**src/rtl/note_len_pkg.sv**
```systemverilog
package note_len_pkg;

    localparam int           LFSR_W    = 4;
    localparam logic [3:0]   LFSR_TERM = 4'b1000;

    // One LFSR step: shift toward bit 0, feed bit1^bit0 into bit 3.
    function automatic logic [LFSR_W-1:0] lfsr_next(input logic [LFSR_W-1:0] s);
        return {s[1] ^ s[0], s[LFSR_W-1:1]};
    endfunction

endpackage

```
**src/rtl/nlt_prescaler.sv**
```systemverilog
module nlt_prescaler #(
    parameter int PRE_BITS = 9
) (
    input  logic clk,
    input  logic rst_n,
    input  logic restart,
    input  logic bypass,
    output logic tick
);
    localparam logic [PRE_BITS-1:0] PRE_LAST = {PRE_BITS{1'b1}};

    typedef struct packed {
        logic [PRE_BITS-1:0] cnt;
    } pre_state_t;

    pre_state_t st_d, st_q;

    always_comb begin
        st_d = st_q;
        if (restart) st_d.cnt = '0;
        else         st_d.cnt = st_q.cnt + 1'b1;
        tick = bypass | (st_q.cnt == PRE_LAST);
    end

    always_ff @(posedge clk) begin
        if (!rst_n) st_q <= '0;
        else        st_q <= st_d;
    end
endmodule

```
**src/rtl/nlt_tempo_div.sv**
```systemverilog
module nlt_tempo_div
    import note_len_pkg::*;
#(
    parameter logic [LFSR_W-1:0] PRESET = 4'b0011
) (
    input  logic              clk,
    input  logic              rst_n,
    input  logic              restart,
    input  logic              step,
    output logic              tick,
    output logic [LFSR_W-1:0] state
);
    typedef struct packed {
        logic [LFSR_W-1:0] lfsr;
    } tempo_state_t;

    tempo_state_t st_d, st_q;
    logic [LFSR_W-1:0] nxt;

    always_comb begin
        st_d  = st_q;
        nxt   = lfsr_next(st_q.lfsr);
        tick  = step && !restart && (nxt == LFSR_TERM);
        if (restart)   st_d.lfsr = PRESET;
        else if (tick) st_d.lfsr = PRESET;
        else if (step) st_d.lfsr = nxt;
        state = st_q.lfsr;
    end

    always_ff @(posedge clk) begin
        if (!rst_n) st_q.lfsr <= PRESET;
        else        st_q      <= st_d;
    end
endmodule

```
**src/rtl/nlt_beat_lfsr.sv**
```systemverilog
module nlt_beat_lfsr
    import note_len_pkg::*;
#(
    parameter int                    CODE_W = 2,
    parameter logic [(LFSR_W<<CODE_W)-1:0] TABLE = 16'h5F31
) (
    input  logic              clk,
    input  logic              rst_n,
    input  logic              start,
    input  logic [CODE_W-1:0] code,
    input  logic              step,
    output logic              done,
    output logic [LFSR_W-1:0] state
);
    localparam int ENTRIES = 1 << CODE_W;

    typedef struct packed {
        logic [LFSR_W-1:0] lfsr;
        logic              active;
        logic              done;
    } beat_state_t;

    beat_state_t st_d, st_q;
    logic [LFSR_W-1:0] entry [ENTRIES];
    logic [LFSR_W-1:0] nxt;

    for (genvar g = 0; g < ENTRIES; g++) begin : g_table
        assign entry[g] = TABLE[g*LFSR_W +: LFSR_W];
    end

    always_comb begin
        st_d      = st_q;
        st_d.done = 1'b0;
        nxt       = lfsr_next(st_q.lfsr);
        if (start) begin
            st_d.lfsr   = entry[code];
            st_d.active = 1'b1;
        end else if (st_q.active && step) begin
            st_d.lfsr = nxt;
            if (nxt == LFSR_TERM) begin
                st_d.done   = 1'b1;
                st_d.active = 1'b0;
            end
        end
        done  = st_q.done;
        state = st_q.lfsr;
    end

    always_ff @(posedge clk) begin
        if (!rst_n) begin
            st_q.lfsr   <= entry[0];
            st_q.active <= 1'b0;
            st_q.done   <= 1'b0;
        end else begin
            st_q <= st_d;
        end
    end
endmodule

```
**src/rtl/note_len_timer.sv**
```systemverilog
module note_len_timer
    import note_len_pkg::*;
#(
    parameter int          PRE_BITS     = 9,
    parameter logic [3:0]  TEMPO_PRESET = 4'b0011,
    parameter logic [3:0]  RHYTHM_0     = 4'b0001,
    parameter logic [3:0]  RHYTHM_1     = 4'b0011,
    parameter logic [3:0]  RHYTHM_2     = 4'b1111,
    parameter logic [3:0]  RHYTHM_3     = 4'b0101
) (
    input  logic       clk,
    input  logic       rst_n,
    input  logic [1:0] dur_code,
    input  logic       note_start,
    input  logic       test_mode,
    output logic       note_done
);
    localparam int                  CODE_W = 2;
    localparam logic [15:0]         RHYTHM_TABLE = {RHYTHM_3, RHYTHM_2, RHYTHM_1, RHYTHM_0};

    logic              pre_tick;
    logic              tempo_tick;
    logic [LFSR_W-1:0] tempo_state;
    logic [LFSR_W-1:0] beat_state;

    nlt_prescaler #(.PRE_BITS(PRE_BITS)) u_pre (
        .clk     (clk),
        .rst_n   (rst_n),
        .restart (note_start),
        .bypass  (test_mode),
        .tick    (pre_tick)
    );

    nlt_tempo_div #(.PRESET(TEMPO_PRESET)) u_tempo (
        .clk     (clk),
        .rst_n   (rst_n),
        .restart (note_start),
        .step    (pre_tick),
        .tick    (tempo_tick),
        .state   (tempo_state)
    );

    nlt_beat_lfsr #(.CODE_W(CODE_W), .TABLE(RHYTHM_TABLE)) u_beat (
        .clk     (clk),
        .rst_n   (rst_n),
        .start   (note_start),
        .code    (dur_code),
        .step    (tempo_tick),
        .done    (note_done),
        .state   (beat_state)
    );
endmodule

```
**config.mk**
```make
export PLATFORM = sky130hd
export DESIGN_NAME = note_len_timer
export DESIGN_NICKNAME = d
export VERILOG_FILES = /design/src/rtl/note_len_pkg.sv /design/src/rtl/nlt_prescaler.sv /design/src/rtl/nlt_tempo_div.sv /design/src/rtl/nlt_beat_lfsr.sv /design/src/rtl/note_len_timer.sv
export SDC_FILE = /design/constraint.sdc
export NUM_CORES = 1
export LEC_CHECK = 0
export BUFFER_PORTS_ARGS = -buffer_cell sky130_fd_sc_hd__buf_4
export CORE_MARGIN = 2
export CORE_UTILIZATION = 56
export DETAILED_ROUTE_END_ITERATION = 8
export PLACE_DENSITY = 0.75
export SETUP_SLACK_MARGIN = 0.2
export SYNTH_ARGS = -nofsm -noshare
export SYNTH_HDL_FRONTEND = slang
export SYNTH_SLANG_ARGS = --single-unit
```
**constraint.sdc**
```tcl
create_clock -name clk -period 1.82 [get_ports clk]
set_input_delay 0.091 -clock clk [delete_from_list [all_inputs] [get_ports clk]]
set_output_delay 0.091 -clock clk [all_outputs]
set_load 0.01 [all_outputs]
```
=== Yosys cells after proc, flatten, opt, wreduce, memory -nomap -nowiden ===
Index checks and enable logic that the tools add are counted.

* Flip-flop bits (word level): 19
* Input port bits: 6
* Output and inout bits: 1
* Logic and storage cells: 32

* Add/subtract/negate cells: 1
* Order comparisons: 1
* Equality and inequality tests: 3
* Muxes and demuxes: 6
* Bitwise operators: 6
* Reduce and logical (&&, ||, !) cells: 10

{| class="wikitable"
|+ Operators with widths
! operator !! number
|-
| adder 9 x 1 -> 9 bit (second input constant) || 1
|-
| == test 9 bit (second input constant) || 1
|-
| binary-select mux 4 bit (select 2 bit) || 1
|-
| == test 4 bit (second input constant) || 2
|-
| 2-to-1 mux 4 bit || 2
|-
| 2-to-1 mux 6 bit || 1
|-
| OR reduction 3 bit || 2
|-
| 2-to-1 mux 5 bit || 1
|-
| nonzero test 2 bit || 2
|-
| greater-or-equal comparator 3 bit (second input constant) || 1
|-
| logical AND 1 bit || 3
|-
| inverter 2 -> 3 bit || 1
|-
| 2-to-1 mux 2 bit || 1
|-
| inverter 1 bit || 2
|-
| AND reduction 2 bit || 1
|-
| OR reduction 2 bit || 1
|-
| XOR 1 bit || 2
|-
| logical NOT 1 bit || 1
|-
| bitwise OR 1 bit || 1
|}

=== Depth between registers and ports, before layout ===
Gate-level depths: netlist of the first run.

* Word-level depth: 7
* Depth in mapped cells: 8
* Gate-level depth less buffers: 7

=== By module ===
A second synthesis of the first run with hierarchy kept.

* Cells, all modules: 96
* Area total of the unflattened synthesis: 889.6 sq um

{| class="wikitable"
|+ By module, submodules not included
! module !! times used !! cells an instance !! area an instance (sq um) !! seq. area each (sq um)
|-
| nlt_prescaler || 1 || 40 || 369.1 || 180.2
|-
| nlt_beat_lfsr || 1 || 33 || 304.0 || 120.1
|-
| nlt_tempo_div || 1 || 23 || 216.5 || 80.1
|}

=== Worst setup path after synthesis of the first run ===
No wires, ideal clock.

* Path kind: flip-flop to flip-flop
* From: register u_pre.st_q[0] in the netlist's numbering
* To: register u_beat.st_q, in the netlist u_beat.state[3]
* Library setup time: 0.120 ns
* Arrival time: 1.556 ns
* Required time: 1.700 ns
* Slack: 0.144 ns
* Stages on the path, launching flop included: 9
* Buffers on the path: 1
* Period minus slack after synthesis: 1.676 ns
* Cells stage by stage: dfxtp_1 > ha_1 > nand3_1 > nor2_1 > ha_1 > or2_2 > clkbuf_1 > a31oi_1 > o31ai_1

* Longest elaborated chain between the ends: 6

{| class="wikitable"
|+ RTL lines
! what !! line !! text
|-
| start, declared || nlt_prescaler.sv:16 || <nowiki>pre_state_t st_d, st_q;</nowiki>
|-
| start signal, assigned || nlt_prescaler.sv:27 || <nowiki>else st_q <= st_d;</nowiki>
|-
| == test 9 bit || nlt_prescaler.sv:22 || <nowiki>tick = bypass | (st_q.cnt == PRE_LAST);</nowiki>
|-
| bitwise OR 1 bit || nlt_prescaler.sv:22 ||
|-
| logical AND 1 bit (2 in series) || nlt_tempo_div.sv:23 || <nowiki>tick = step && !restart && (nxt == LFSR_TERM);</nowiki>
|-
| logical AND 1 bit || nlt_beat_lfsr.sv:38 || <nowiki>end else if (st_q.active && step) begin</nowiki>
|-
| nonzero test 2 bit (no line) || n/a ||
|-
| end signal, assigned || nlt_beat_lfsr.sv:55 || <nowiki>st_q <= st_d;</nowiki>
|-
| end, declared || nlt_beat_lfsr.sv:23 || <nowiki>beat_state_t st_d, st_q;</nowiki>
|}

No other way between the ends.
A chain may end at the register's enable or synchronous reset.

=== Final worst setup path of the first run ===
* From: register u_pre.st_q[0] in the netlist's numbering
* To: register u_tempo.st_q, in the netlist u_tempo.state[3]

* Longest elaborated chain between the ends: 5

{| class="wikitable"
|+ RTL lines
! what !! line !! text
|-
| == test 9 bit * || nlt_prescaler.sv:22 ||
|-
| bitwise OR 1 bit * || nlt_prescaler.sv:22 ||
|-
| logical AND 1 bit (2 in series) || nlt_tempo_div.sv:23 ||
|-
| OR reduction 3 bit (no line) || n/a ||
|-
| end signal, assigned || nlt_tempo_div.sv:32 || <nowiki>else st_q <= st_d;</nowiki>
|-
| end, declared || nlt_tempo_div.sv:17 || <nowiki>tempo_state_t st_d, st_q;</nowiki>
|}

Mark *: on every way between the ends. The rest lies on a longest branch, timed or not.

==> results of run 1 <==
## synth_stat cells, drive strengths merged, types with 3 or more instances
cell type	count	area share [%]
ha	3	4.2
xor2	3	3.0
o31ai	4	3.4
nand2	8	3.4
a21oi	6	3.4
or3	4	2.8
dfxtp	19	43
clkbuf	3	1.3
nand3	7	4.0
inv	3	1.3
o21ai	7	4.0
a31oi	3	2.1
nor2	7	3.0
nand4	4	2.8
## area by class of cell
class                      count  area share (%)
clock buffer                   4            2.62
tap                           16            2.00
inverter                       3            1.12
multi-input combinational     76            51.3
sequential                    19            38.5
timing repair buffer           6            4.49
## through the flow
| stage | utilization, % | area (um2) | power [mW] | cells | hold slack, ns |
|---|---|---|---|---|---|
| 5_1_grt | 67.3 | 1000 | 0.756 | 124 | 0.0301 |
| 4_1_cts | 64.5 | 960 | 0.723 | 123 | 0.0270 |
| 3_3_place_gp | 62.5 | 931 | 0.512 | 119 | 0.340 |
| 3_5_place_dp | 62.5 | 931 | 0.514 | 119 | 0.345 |
| 6_report | 67.3 | 1000 | 0.732 | 124 | 0.0256 |
| 2_1_floorplan | - | 892 | 0.495 | 101 | 0.207 |
## cells by family after synthesis
family | after synthesis
xor gates and xnor gates | 4
and+or+nand+nor | 43
adders and majority gates | 3
buffers and inverters | 7
DFF | 19
AOI/OAI and AO/OA | 25
## state kept, by name, summed over array words and instances (netlist names)
register and count:
u_beat.done 1, u_beat.st_q 1, u_beat.state 4, u_pre.st_q 9
u_tempo.state 4
## worst paths after layout
path / end / slack, ns / cells past startpoint
hold / removal: u_beat.st_q[1] / 0.03 / 2
hold reg to reg: u_pre.st_q[0] / 0.46 / 1
setup reg to reg: u_tempo.state[3] / 0.26 / 6
setup / recovery: u_tempo.state[3] / 0.26 / 6
## report_power, final
part	leakage, nW	total, mW	switching [mW]	internal (mW)
clock network	0.0150	0.218	0.132	0.0857
logic	0.175	0.0747	0.0422	0.0325
registers	0.157	0.439	0.0122	0.427
total	0.346	0.732	0.187	0.545
## metal layers
layer	vias up	global-route usage, %
li1	384	-
met1	366	28.4
met2	16	27.4
met3	5	3.75
met4	0	10.9
met5	-	0
## worst max-delay path: stages, from the launching register on
cell and delay, ns:
dfxtp_2 0.35, ha_4 0.17, nand3_1 0.07, nor2_1 0.04
ha_2 0.21, or2_2 0.34, a311oi_2 0.28
## what timing repair did
item	in CTS	in global routing
gates cloned	0	1
setup endpoints to repair	3	10
hold endpoints to repair	0	0
gates resized for setup	1	10
pin swaps	1	4
hold buffers	0	0
setup buffers	0	0
==> impl_metrics.py, run 1 <==
metrics = {
    "global_routing": {
        "globalRouteOverflowTotal": 0,
        "grt_pass1_wl_um": 2860,
        "antenna_found_initial": 0,
        "grt_pass1_vias": 671,
        "grt_max_degree": 12,
        "grt_usage_pct": 19.7,
    },
    "clock_tree": {
        "clkLatencyLatePin_ns": 0.31,
        "cts_max_level": 1,
        "cts_tree": "built",
        "numCtsBuffers": 3,
        "cts_root_buf": "clkbuf_4",
        "clock-sinks": 19,
        "clk_path_buf_depth": 2,
        "path_clk_slew_ns": 0.11,
    },
    "timing": {
        "min_period_over_period_pct": 85.7,
        "setup_slack_ns": 0.261,
        "max_freq_ghz": 0.641,
        "relSlewSlack_pct": 67.2,
        "rsz0062_at_grt": "no",
        "finalCriticalPeriod_ns": 1.56,
        "finalSetupTns_ns": 0,
        "finalHoldViolCount": 0,
        "finalClockSkew_ns": 0.00495,
        "slew_viol_final": 0,
        "worstMarginPinSlew_ns": 0.490,
        "setup_viol": 0,
    },
    "logic_synthesis": {
        "synth_seq_cells": 19,
        "syn_area_per_cell_um2": 8.77,
        "synthFlopType": "dfxtp_1",
        "synthAdderAreaFrac_pct": 4.24,
        "ys_seq_area_share_pct": 42.9,
        "async_flop_share_pct": 0,
        "synth-edff-count": 0,
        "synth_compound_area_share_pct": 17.4,
        "syn_nets": 110,
        "synthMuxAreaShare_pct": 0,
        "yosys.area_share.simple_pct": 27.7,
        "synth_cells": 101,
        "synth_xor_area_share_pct": 3.95,
        "ys_types": 30,
        "syn_area_um2": 886,
        "synth_top_family_by_area": "simple AND/OR/NAND/NOR gates",
        "yosys_warnings": 0,
    },
    "finish": {
        "drive_gt1_share_pct": 21.3,
        "final_cell_mix": "15 x dfxtp_1, 8 x nand2_1, 7 x nand3_1, 7 x o21ai_0",
        "seqCellArea_um2": 385,
        "fin_nets": 118,
        "area_growth_pct": 13.1,
        "multi_input_area_um2": 514,
        "diodes": 0,
        "fillers": 119,
        "final_common_cell": "dfxtp_1",
    },
    "outcome": {
        "status": "complete, no violations",
    },
    "routing": {
        "met1_length_um": 882,
        "viasPerCell": 6.22,
        "ant_nets": 0,
        "drt_iter0_drc": 18,
        "num_vias": 771,
        "post_drt_wl_per_cell_um": 14.0,
        "drt_first_pass_iters": 4,
        "drc": 0,
        "routed_wl_um": 1740,
        "wl_met3_um": 62,
        "route.met2.wl_um": 753,
        "highest_layer": "met4",
    },
    "setup_path": {
        "crit_arrival_ns": 1.78,
        "worstSetupPathType": "reg2reg",
        "critical_path_required_ns": 2.05,
        "endpoint_kind": "flip-flop",
        "startpoint_type": "flip-flop",
        "critical_path.max_fanout": 5,
        "rr_startpoint": "u_pre.st_q[0]",
        "startpoint": "u_pre.st_q[0]",
    },
    "job": {
        "maxCapViolations": 0,
    },
    "floorplanning": {
        "chipHeight_um": 43.8,
        "io_pins": 7,
        "die_x_um": 43.8,
        "core_mm2": 0.00149,
        "dieArea_mm2": 0.00192,
        "std_cell_rows": 14,
        "initial_core_util_pct": 59.5,
    },
    "placement": {
        "place_ws_ns": 0.157,
        "gp_routability_congestion": 0.854,
        "port_buffers": 6,
        "hpwl_um": 1120,
    },
    "min_path": {
        "hold_path.class": "in2reg",
        "hp-start": "rst_n",
    },
    "pwr": {
        "leakage_nw": 0.346,
        "p_per_area_mw_per_mm2": 730,
        "peakVddDrop_mv": 0.614,
    },
}
(Power assumes the default switching activity.)
==> run 2: changes to the inputs <==
==> constraint.sdc (replaced) <==
create_clock -name clk -period 1.45 [get_ports clk]
set_input_delay 0.0725 -clock clk [delete_from_list [all_inputs] [get_ports clk]]
set_output_delay 0.0725 -clock clk [all_outputs]
set_load 0.01 [all_outputs]
==> run 2 against run 1 <==
Effect of this change:
- the run now ends with negative setup slack left
- via count up 11%
- largest cell class unchanged
- clock power grew 19%
- worst hold slack better by 0.0058 ns
- critical path depth fell by 3
- clock skew shrank 0.0038 ns
- critical endpoint is now u_beat.state[3]
- clock-buffer cell count is the same
- non-clock buffer count grew 18
- sequential power grew 26%
==> impl_metrics.py, run 2 (synthesis results as in run 1) <==
metrics = {
    "outcome": {
        "status": "finished with violations",
        "violations": "negative setup slack",
    },
    "setup_path": {
        "critical_path.max_fanout": 4,
        "endpoint_kind": "flip-flop",
        "crit_arrival_ns": 1.63,
        "startpoint_type": "flip-flop",
        "critical_path_required_ns": 1.62,
        "worstSetupPathType": "reg2reg",
    },
    "finish": {
        "fin_nets": 136,
        "seqCellArea_um2": 392,
        "multi_input_area_um2": 618,
        "final_cells": 142,
        "area_growth_pct": 40.8,
        "drive_gt1_share_pct": 45.2,
        "diodes": 0,
        "largest_reg_flops": 9,
        "final_common_cell": "buf_4",
        "regMostFlops": "u_pre.st_q",
        "fillers": 89,
        "final_cell_mix": "24 x buf_4, 12 x dfxtp_1, 7 x nand2_1",
    },
    "routing": {
        "drt_iter0_drc": 12,
        "drc": 0,
        "ant_nets": 0,
        "viasPerCell": 6.01,
        "routed_wl_um": 2250,
        "drt_first_pass_iters": 4,
        "num_vias": 854,
        "post_drt_wl_per_cell_um": 15.8,
    },
    "timing": {
        "relSlewSlack_pct": 64.2,
        "max_freq_ghz": 0.682,
        "setup_viol": 3,
        "worstMarginPinSlew_ns": 0.537,
        "slew_viol_final": 0,
        "finalCriticalPeriod_ns": 1.47,
        "finalClockSkew_ns": 0.00112,
        "rsz0062_at_grt": "yes",
        "hold_ws_ns": 0.0315,
        "setup_slack_ns": -0.0168,
        "min_period_over_period_pct": 101,
        "finalSetupTns_ns": -0.0352,
        "finalHoldViolCount": 0,
    },
    "clock_tree": {
        "clk_path_buf_depth": 2,
        "path_clk_slew_ns": 0.10,
        "cts_tree": "built",
        "numCtsBuffers": 3,
        "clock-sinks": 19,
        "cts_root_buf": "clkbuf_4",
        "cts_max_level": 1,
        "clkLatencyLatePin_ns": 0.29,
    },
    "floorplanning": {
        "io_pins": 7,
        "die_x_um": 43.8,
        "dieArea_mm2": 0.00192,
        "core_mm2": 0.00149,
        "initial_core_util_pct": 59.5,
        "chipHeight_um": 43.8,
        "std_cell_rows": 14,
    },
    "global_routing": {
        "globalRouteOverflowTotal": 0,
        "antenna_found_initial": 0,
        "grt_pass1_wl_um": 3510,
        "grt_max_degree": 12,
        "grt_pass1_vias": 808,
        "grt_usage_pct": 24.5,
    },
    "placement": {
        "gp_routability_congestion": 0.816,
        "hpwl_um": 1400,
        "dpl.cell_count": 131,
        "port_buffers": 6,
    },
    "min_path": {
        "hold_path.class": "in2reg",
    },
    "pwr": {
        "p_per_area_mw_per_mm2": 760,
        "peakVddDrop_mv": 0.505,
        "leakage_nw": 0.454,
    },
    "job": {
        "maxCapViolations": 0,
    },
}
## run 2: changes by cell type in the layout (fill, tap and decap cells not counted), sizes merged
cell,change
buf,+18
## run 2: what timing repair did
action	in CTS	in global routing
pin swaps	11	21
gates resized for setup	16	14
hold buffers	0	0
buffers inserted	2	4
gates cloned	1	0
endpoints found under the setup margin	11	13
## run 2: routing by layer
metal / GRT usage [%] / part of all wire [%]
met5: 0 / 0
met4: 11.5 / 2.0
met1: 30.3 / 44
met2: 41.5 / 52
met3: 3.75 / 1.9
## run 2: final cells by class
class                   instances  share of cell area, %
multi-input cells              76                   49.5
inverters                       3                  0.903
clock buffers                   4                   2.11
well taps                      16                   1.60
repair buffers                 24                   14.4
flip-flops and latches         19                   31.4
## run 2: through the flow
stage / total power, mW / area [um2] / util (%) / setup WS (ns)
4_1_cts: 0.933 / 1150 / 77.4 / 0.0297
2_1_floorplan: 0.627 / 921 / - / -0.0229
3_3_place_gp: 0.660 / 1040 / 70.1 / -0.0478
3_5_place_dp: 0.663 / 1040 / 70.1 / -0.0655
5_1_grt: 0.991 / 1250 / 83.8 / -0.111
6_report: 0.948 / 1250 / 83.8 / -0.0168
## run 2: critical path, cell delays in order, from the launching register on
cell and delay [ns]:
dfxtp_4 0.37, or4b_4 0.60, nor4_4 0.28, o31ai_1 0.10
## run 2: path summary, 6_finish.rpt
kind                                  startpoint               to  slack, ns  cells after the start
worst max-delay path            u_tempo.state[3]  u_beat.state[3]      -0.02                      3
worst max register to register  u_tempo.state[3]  u_beat.state[3]      -0.02                      3
worst min register to register    u_beat.st_q[1]      u_beat.done       0.49                      2
worst min-delay path                       rst_n   u_beat.st_q[1]       0.03                      2
## run 2: power breakdown
part           total, mW  internal, mW  switching [mW]
clock              0.260         0.107           0.153
combinational      0.137        0.0632          0.0734
sequential         0.552         0.535          0.0175
total              0.948         0.705           0.244
==> run 3: changes to the inputs <==
--- a/config.mk
+++ b/config.mk
@@ -9,7 +9,7 @@
 export CORE_MARGIN = 2
 export CORE_UTILIZATION = 56
 export DETAILED_ROUTE_END_ITERATION = 8
-export PLACE_DENSITY = 0.75
+export PLACE_DENSITY_LB_ADDON = 0.1
 export SETUP_SLACK_MARGIN = 0.2
 export SYNTH_ARGS = -nofsm -noshare
 export SYNTH_HDL_FRONTEND = slang
==> constraint.sdc (replaced) <==
create_clock -name clk -period 1.4 [get_ports clk]
set_input_delay 0.07 -clock clk [delete_from_list [all_inputs] [get_ports clk]]
set_output_delay 0.07 -clock clk [all_outputs]
set_load 0.05 [all_outputs]
==> run 3 against run 2 <==
Effect of this change:
- the run still ends with negative setup slack left
- design area is 3.4% lower
- sequential share of layout area grew 0.90 points
- worst hold slack got worse by 0.025 ns
- non-clock buffer count down 4
- die area stayed put
- wire length down 6.5%
- critical endpoint is now u_beat.state[2]
- highest routed layer unchanged
==> impl_metrics.py, run 3 (synthesis results as in run 1) <==
metrics = {
    "outcome": {
        "status": "finished with violations",
        "violations": "negative setup slack",
    },
    "setup_path": {
        "worstSetupPathType": "reg2reg",
        "endpoint_kind": "flip-flop",
        "critical_path_required_ns": 1.60,
        "crit_arrival_ns": 1.64,
        "max_stage_delay_ns": 0.58,
        "cp_num_buf_inv": 0,
        "critPathTopFamily": "simple AND/OR/NAND/NOR gates",
        "path_cells": "or4b_4 > o31ai_2 > a31oi_1",
        "startpoint_type": "flip-flop",
        "critical_path.max_fanout": 4,
        "crit_path_top_delay_cell": "or4b_4",
    },
    "finish": {
        "finish.instance_area_mm2": 0.00120,
        "fin_nets": 132,
        "largest_reg_flops": 9,
        "fin_util_pct": 80.9,
        "drive_gt1_share_pct": 41.8,
        "final_common_cell": "buf_4",
        "diodes": 0,
        "fillers": 95,
        "regMostFlops": "u_pre.st_q",
        "final_cell_mix": "19 x buf_4, 12 x dfxtp_1, 7 x nand2_1, 7 x dfxtp_2",
        "area_growth_pct": 36.0,
    },
    "pwr": {
        "clockPowerShare_pct": 28.9,
        "power_frac_seq_pct": 57.5,
        "leakage_nw": 0.438,
        "p_per_area_mw_per_mm2": 826,
        "swShare_pct": 27.1,
        "combPwrFrac_pct": 13.7,
        "internal_power_mw": 0.725,
        "peakVddDrop_mv": 0.737,
        "net-switching-power_mw": 0.270,
    },
    "floorplanning": {
        "initial_core_util_pct": 59.5,
        "core_mm2": 0.00149,
        "std_cell_rows": 14,
        "chipHeight_um": 43.8,
        "io_pins": 7,
        "dieArea_mm2": 0.00192,
        "die_x_um": 43.8,
    },
    "timing": {
        "finalHoldViolCount": 0,
        "max_freq_ghz": 0.698,
        "min_period_over_period_pct": 102,
        "slew_viol_final": 0,
        "setup_slack_ns": -0.0335,
        "finalClockSkew_ns": 0.00586,
        "setup_viol": 5,
        "relSlewSlack_pct": 68.0,
        "finalCriticalPeriod_ns": 1.43,
        "rsz0062_at_grt": "yes",
        "worstMarginPinSlew_ns": 0.479,
        "hold_ws_ns": 0.00652,
    },
    "clock_tree": {
        "clkLatencyLatePin_ns": 0.31,
        "clock-sinks": 19,
        "path_clk_slew_ns": 0.11,
        "numCtsBuffers": 3,
        "clk_path_buf_depth": 2,
        "cts_max_level": 1,
        "cts_tree": "built",
        "cts_root_buf": "clkbuf_4",
        "hold_buffers": 0,
    },
    "placement": {
        "placed_area_mm2": 0.00105,
        "gp_routability_congestion": 0.831,
        "hpwl_um": 1360,
        "port_buffers": 6,
    },
    "routing": {
        "drt_first_pass_iters": 4,
        "drc": 0,
        "post_drt_wl_per_cell_um": 15.2,
        "ant_nets": 0,
        "viasPerCell": 6.20,
        "num_vias": 856,
        "routed_wl_um": 2100,
        "drt_iter0_drc": 27,
    },
    "global_routing": {
        "grt_max_degree": 12,
        "globalRouteOverflowTotal": 0,
        "grt_usage_pct": 23.5,
        "grt_pass1_vias": 785,
        "grt_pass1_wl_um": 3360,
        "antenna_found_initial": 0,
    },
    "min_path": {
        "hold_path.class": "in2reg",
    },
    "job": {
        "maxCapViolations": 0,
    },
}
[run 3: worst paths after layout]
kind                          end  cells past startpoint        startpoint  slack, ns
setup / recovery  u_beat.state[2]                      3  u_tempo.state[3]      -0.03
hold reg to reg     u_pre.st_q[6]                      2     u_pre.st_q[6]       0.50
hold / removal     u_beat.st_q[1]                      2             rst_n      0.007
setup reg to reg  u_beat.state[2]                      3  u_tempo.state[3]      -0.03
[run 3: power groups by stage]
stage / clock (mW) / sequential (mW) / combinational, mW
after floorplan: 0 / 0.579 / 0.0703
after global placement: 0 / 0.580 / 0.108
after detailed placement: 0 / 0.580 / 0.109
after CTS: 0.286 / 0.569 / 0.119
after global routing: 0.306 / 0.574 / 0.148
final: 0.287 / 0.572 / 0.136
[run 3: cell type report]
class                      count  area [um2]  share of cell area, %
sequential                    19         389                   32.3
multi-input combinational     76         603                   50.1
inverter                       3        11.3                  0.935
clock inverter                 1        5.00                  0.415
timing repair buffer          20         154                   12.8
clock buffer                   3        22.5                   1.87
tap                           16        20.0                   1.66
[run 3: what timing repair did]
item,in CTS,in global routing
setup buffers,0,1
setup endpoints to repair,13,13
gates resized for setup,11,15
pin swaps,14,11
gates cloned,1,0
[run 3: metrics by stage]
stage / total power, mW / setup slack [ns] / std cells / setup TNS, ns
floorplan: 0.649 / -0.0729 / 101 / -0.181
global placement: 0.687 / -0.0916 / 132 / -0.272
detailed placement: 0.689 / -0.124 / 132 / -0.530
CTS: 0.974 / -0.0267 / 137 / -0.131
global route: 1.03 / -0.107 / 138 / -0.614
finish: 0.995 / -0.0335 / 138 / -0.107
[run 3: worst reg2reg max path, stage by stage, from the launching register on]
cell	delay, ns
dfxtp_2	0.35
or4b_4	0.58
o31ai_2	0.28
a31oi_1	0.11
[run 3: layer usage]
metal  share of wire, %  vias up  routed length (um)  track usage, %
met5                  0        -                   0               0
met4                2.5        0                  53            9.09
met3                5.8        6                 122            3.75
met2                 53       40                1120            41.8
met1                 38      397                 805            28.1
li1                   -      413                   -               -
